## src/rtl/segsr_pkg.sv

```systemverilog
package segsr_pkg;
  typedef enum logic {
    MODE_CHAIN = 1'b0,
    MODE_SPLIT = 1'b1
  } seg_mode_e;
endpackage

```

## src/rtl/segsr_segment.sv

```systemverilog
module segsr_segment #(
  parameter int SEG_LEN = 16
) (
  input  logic               clk,
  input  logic               rst,
  input  logic               d,
  output logic [SEG_LEN-1:0] q
);
  always_ff @(posedge clk) begin
    if (rst) q <= '0;
    else     q <= {q[SEG_LEN-2:0], d};
  end


  seg_shift_keep_chk: assert property (@(posedge clk) disable iff (rst)
    1'b1 |=> q[SEG_LEN-1:1] == $past(q[SEG_LEN-2:0]));
endmodule

```

## src/rtl/segsr_feed_sel.sv

```systemverilog
module segsr_feed_sel
  import segsr_pkg::*;
#(
  parameter int NUM_SEGS = 4
) (
  input  logic                ser_in,
  input  logic                split_mode,
  input  logic [NUM_SEGS-2:0] tap_in,
  input  logic [NUM_SEGS-2:0] tail_in,
  output logic [NUM_SEGS-1:0] seg_head
);
  seg_mode_e mode;
  assign mode = seg_mode_e'(split_mode);
  assign seg_head[0] = ser_in;

  for (genvar g = 1; g < NUM_SEGS; g++) begin : g_link
    assign seg_head[g] = (mode == MODE_SPLIT) ? tap_in[g-1] : tail_in[g-1];
  end
endmodule

```

## src/rtl/seg_shift_chain.sv

```systemverilog
module seg_shift_chain
  import segsr_pkg::*;
#(
  parameter int SEG_LEN  = 16,
  parameter int NUM_SEGS = 4
) (
  input  logic                clk,
  input  logic                rst,
  input  logic                ser_in,
  input  logic                split_mode,
  input  logic [NUM_SEGS-2:0] tap_in,
  output logic [NUM_SEGS-1:0] tap_out,
  output logic [NUM_SEGS-1:0] tap_oe
);
  logic [NUM_SEGS-1:0] seg_head;
  logic [NUM_SEGS-1:0] seg_tail;
  logic [SEG_LEN-1:0]  seg_q [NUM_SEGS];

  segsr_feed_sel #(.NUM_SEGS(NUM_SEGS)) u_feed (
    .ser_in    (ser_in),
    .split_mode(split_mode),
    .tap_in    (tap_in),
    .tail_in   (seg_tail[NUM_SEGS-2:0]),
    .seg_head  (seg_head)
  );

  for (genvar g = 0; g < NUM_SEGS; g++) begin : g_seg
    segsr_segment #(.SEG_LEN(SEG_LEN)) u_seg (
      .clk(clk),
      .rst(rst),
      .d  (seg_head[g]),
      .q  (seg_q[g])
    );
    assign seg_tail[g] = seg_q[g][SEG_LEN-1];
  end

  assign tap_out = seg_tail;
  assign tap_oe  = {NUM_SEGS{seg_mode_e'(split_mode) == MODE_CHAIN}};


  reset_clear_chk: assert property (@(posedge clk)
    rst |=> tap_out == '0);

  head_capture_chk: assert property (@(posedge clk) disable iff (rst)
    1'b1 |=> seg_q[0][0] == $past(ser_in));

  chain_link_chk: assert property (@(posedge clk) disable iff (rst)
    !split_mode |=> seg_q[1][0] == $past(tap_out[0]));

  split_load_chk: assert property (@(posedge clk) disable iff (rst)
    split_mode |=> seg_q[1][0] == $past(tap_in[0]));

  split_release_chk: assert property (@(posedge clk)
    split_mode |-> $countones(tap_oe) == 0);
endmodule

```

## config.mk

```make
export PLATFORM = sky130hd
export DESIGN_NAME = seg_shift_chain
export DESIGN_NICKNAME = d
export VERILOG_FILES = /design/src/rtl/segsr_pkg.sv /design/src/rtl/segsr_segment.sv /design/src/rtl/segsr_feed_sel.sv /design/src/rtl/seg_shift_chain.sv
export SDC_FILE = /design/constraint.sdc
export NUM_CORES = 1
export LEC_CHECK = 0
export ABC_AREA = 1
export BUFFER_PORTS_ARGS = -buffer_cell sky130_fd_sc_hd__buf_2
export CORE_ASPECT_RATIO = 1.25
export CORE_MARGIN = 2
export CORE_UTILIZATION = 25
export CTS_CLUSTER_DIAMETER = 40
export CTS_CLUSTER_SIZE = 20
export DETAILED_ROUTE_END_ITERATION = 10
export SLEW_MARGIN = 10
export SYNTH_ARGS = -nofsm -noshare
export SYNTH_HDL_FRONTEND = slang
export SYNTH_SLANG_ARGS = --single-unit
```

## constraint.sdc

```tcl
create_clock -name clk -period 0.8 [get_ports clk]
set_input_delay 0.08 -clock clk [delete_from_list [all_inputs] [get_ports clk]]
set_output_delay 0.08 -clock clk [all_outputs]
set_load 0.05 [all_outputs]
```

==> qor.yml <==
overflow: 0
worst_path_max_delay_cell: "dfxtp_2"
nFillCells: 807
cts_made_buffers: 9
track_usage: 0.0757
relSlewSlack: 0.834
synth_seq_cells: 64
gp_congestion: 0.657
hold_viol_final: 0
design_area_um2: 2310
synth_cell_types: 6
io-pin-count: 15
clk_latency_ns: 0.33
cts-root-buf: "clkbuf_8"
vias_per_cell: 3.39
seq_area_um2: 1290
drive_gt1_frac: 0.151
drt-total-wl_mm: 2.48
fin_nets: 241
total_power_w: 0.00612
dp_hpwl_mm: 1.49
p_leak_nw: 0.955
dpl.cell_count: 311
grt_pass1_vias: 1017
setup_violations: 4
synth_area_um2: 1930
grtUsageMet3: 0.0371
use_met1: 0.0860
clkTransAtPathRegs_ns: 0.06
top_usage_layer: "met2"
drv_cap: 0
initial_core_util: 0.260
largest_reg_flops: 64
slowest_delay_ns: 0.34
critical_path_class: "reg -> out"
hold_path.class: "in -> reg"
syn2layout_area_growth_pct: 19.3
largestRegisters: "g_seg.u_seg.q x64"
multiInputGateArea_um2: 274
worst_pin_slew_ns: 0.250
grt_max_degree: 36
seq_area_frac_synth: 0.662
fin_cells: 331
wl_per_cell_um: 7.50
fp.dieW_um: 82.7
final_cell_mix: "nor2_1 (67), inv_1 (66), dfxtp_1 (60)"
num_rows: 35
antenna_cells: 0
min_period_ns: 0.896
max_freq_mhz: 1120
dpl_cell_area_um2: 2030
grt_pass1_wl_mm: 4.41
final_common_cell: "nor2_1"
fp.dieH_um: 102
violations: "setup timing"
die-area_um2: 8460
largest-register: "g_seg.u_seg.q"
drc: 0
status: "finished with violations"
hold_ws_ns: 0.0411
slew_violations: 0
rsz0062_at_grt: "yes"
finClkSkew_ns: 0.00357
design.core.area_um2: 7440
h-tree-depth: 3
syn_area_per_cell_um2: 8.91
drtPass1Iterations: 4
cp-start-kind: "flip-flop"
vias: 1123
worstPathRequired_ns: 0.72
yosysWarnings: 0
antenna_found_initial: 0
clock_sinks: 64
grt.met2_usage: 0.0986
cts.path.max_buffers: 2
setup_slack_ns: -0.0964
crit_family: "flip-flops"
power_per_cell_area_nw_per_um2: 2650
worst-path-buf-inv: 1
crit_fanout: 2
drtAntennaViolNets: 0
crit_chain: "buf_8"
synth_nets: 224
drt_iter0_markers: 44
end_kind: "output pin"
numPortBuffers: 14
peakVddDrop_uv: 1090
timing.final.crit_share: 1.12
cts_tree: "built"
synthCells: 217
worstPathArrival_ns: 0.82
## power breakdown
| part | switching (W) | internal (W) |
|---|---|---|
| Combinational | 0.000124 | 0.0000613 |
| Clock | 0.00111 | 0.00160 |
| Sequential | 0.00000748 | 0.00322 |
## cell families (layout without fill, tap and decap cells)
logic type	count (synthesis)	in the layout	share of synthesized area
flops	64	64	0.662
buf+inv	80	102	0.196
simple gates	73	73	0.142
## timing repair
item	4_1_cts	5_1_grt
buffers inserted	1	1
setup endpoints to repair	4	4
resized for setup	14	2
pin swaps	0	0
hold endpoints to repair	1	0
hold buffers	2	0
## synth_stat cells (all sizes together)
library cell / n / area share
buf: 14 / 0.068
nand2: 6 / 0.012
nor2: 67 / 0.13
inv: 66 / 0.13
dfxtp: 64 / 0.66
## path summary, 6_finish.rpt
check | startpoint | endpoint | slack [ns] | cells past startpoint
worst max-delay path | g_seg[2].u_seg.q[15]$_SDFF_PP0_ | tap_out[2] | -0.1 | 1
worst min-delay path | tap_in[1] | g_seg[2].u_seg.q[0]$_SDFF_PP0_ | 0.04 | 5
worst max register to register | g_seg[0].u_seg.q[15]$_SDFF_PP0_ | g_seg[1].u_seg.q[0]$_SDFF_PP0_ | 0.07 | 3
worst min register to register | g_seg[1].u_seg.q[14]$_SDFF_PP0_ | g_seg[1].u_seg.q[15]$_SDFF_PP0_ | 0.39 | 2
## metrics by stage
step | setup WS, ns | util | setup TNS [ns]
2_1_floorplan | 0.0135 | - | 0
3_3_place_gp | 0.132 | 0.272 | 0
3_5_place_dp | 0.122 | 0.272 | 0
4_1_cts | -0.115 | 0.308 | -0.430
5_1_grt | -0.143 | 0.310 | -0.508
6_report | -0.0964 | 0.310 | -0.360
## metal layers
metal / vias up / wire length [µm]
li1: 610 / -
met1: 484 / 1220
met2: 19 / 994
met3: 10 / 150
met4: 0 / 115
met5: - / 0
## area by class of cell
| type | instances | area share |
|---|---|---|
| multi-input cells | 73 | 0.119 |
| clock buffers | 13 | 0.0689 |
| clock inverters | 3 | 0.0174 |
| well taps | 92 | 0.0499 |
| repair buffers | 20 | 0.0803 |
| inverters | 66 | 0.107 |
| flip-flops and latches | 64 | 0.557 |
No activity file was read; power rests on OpenSTA's default activity.
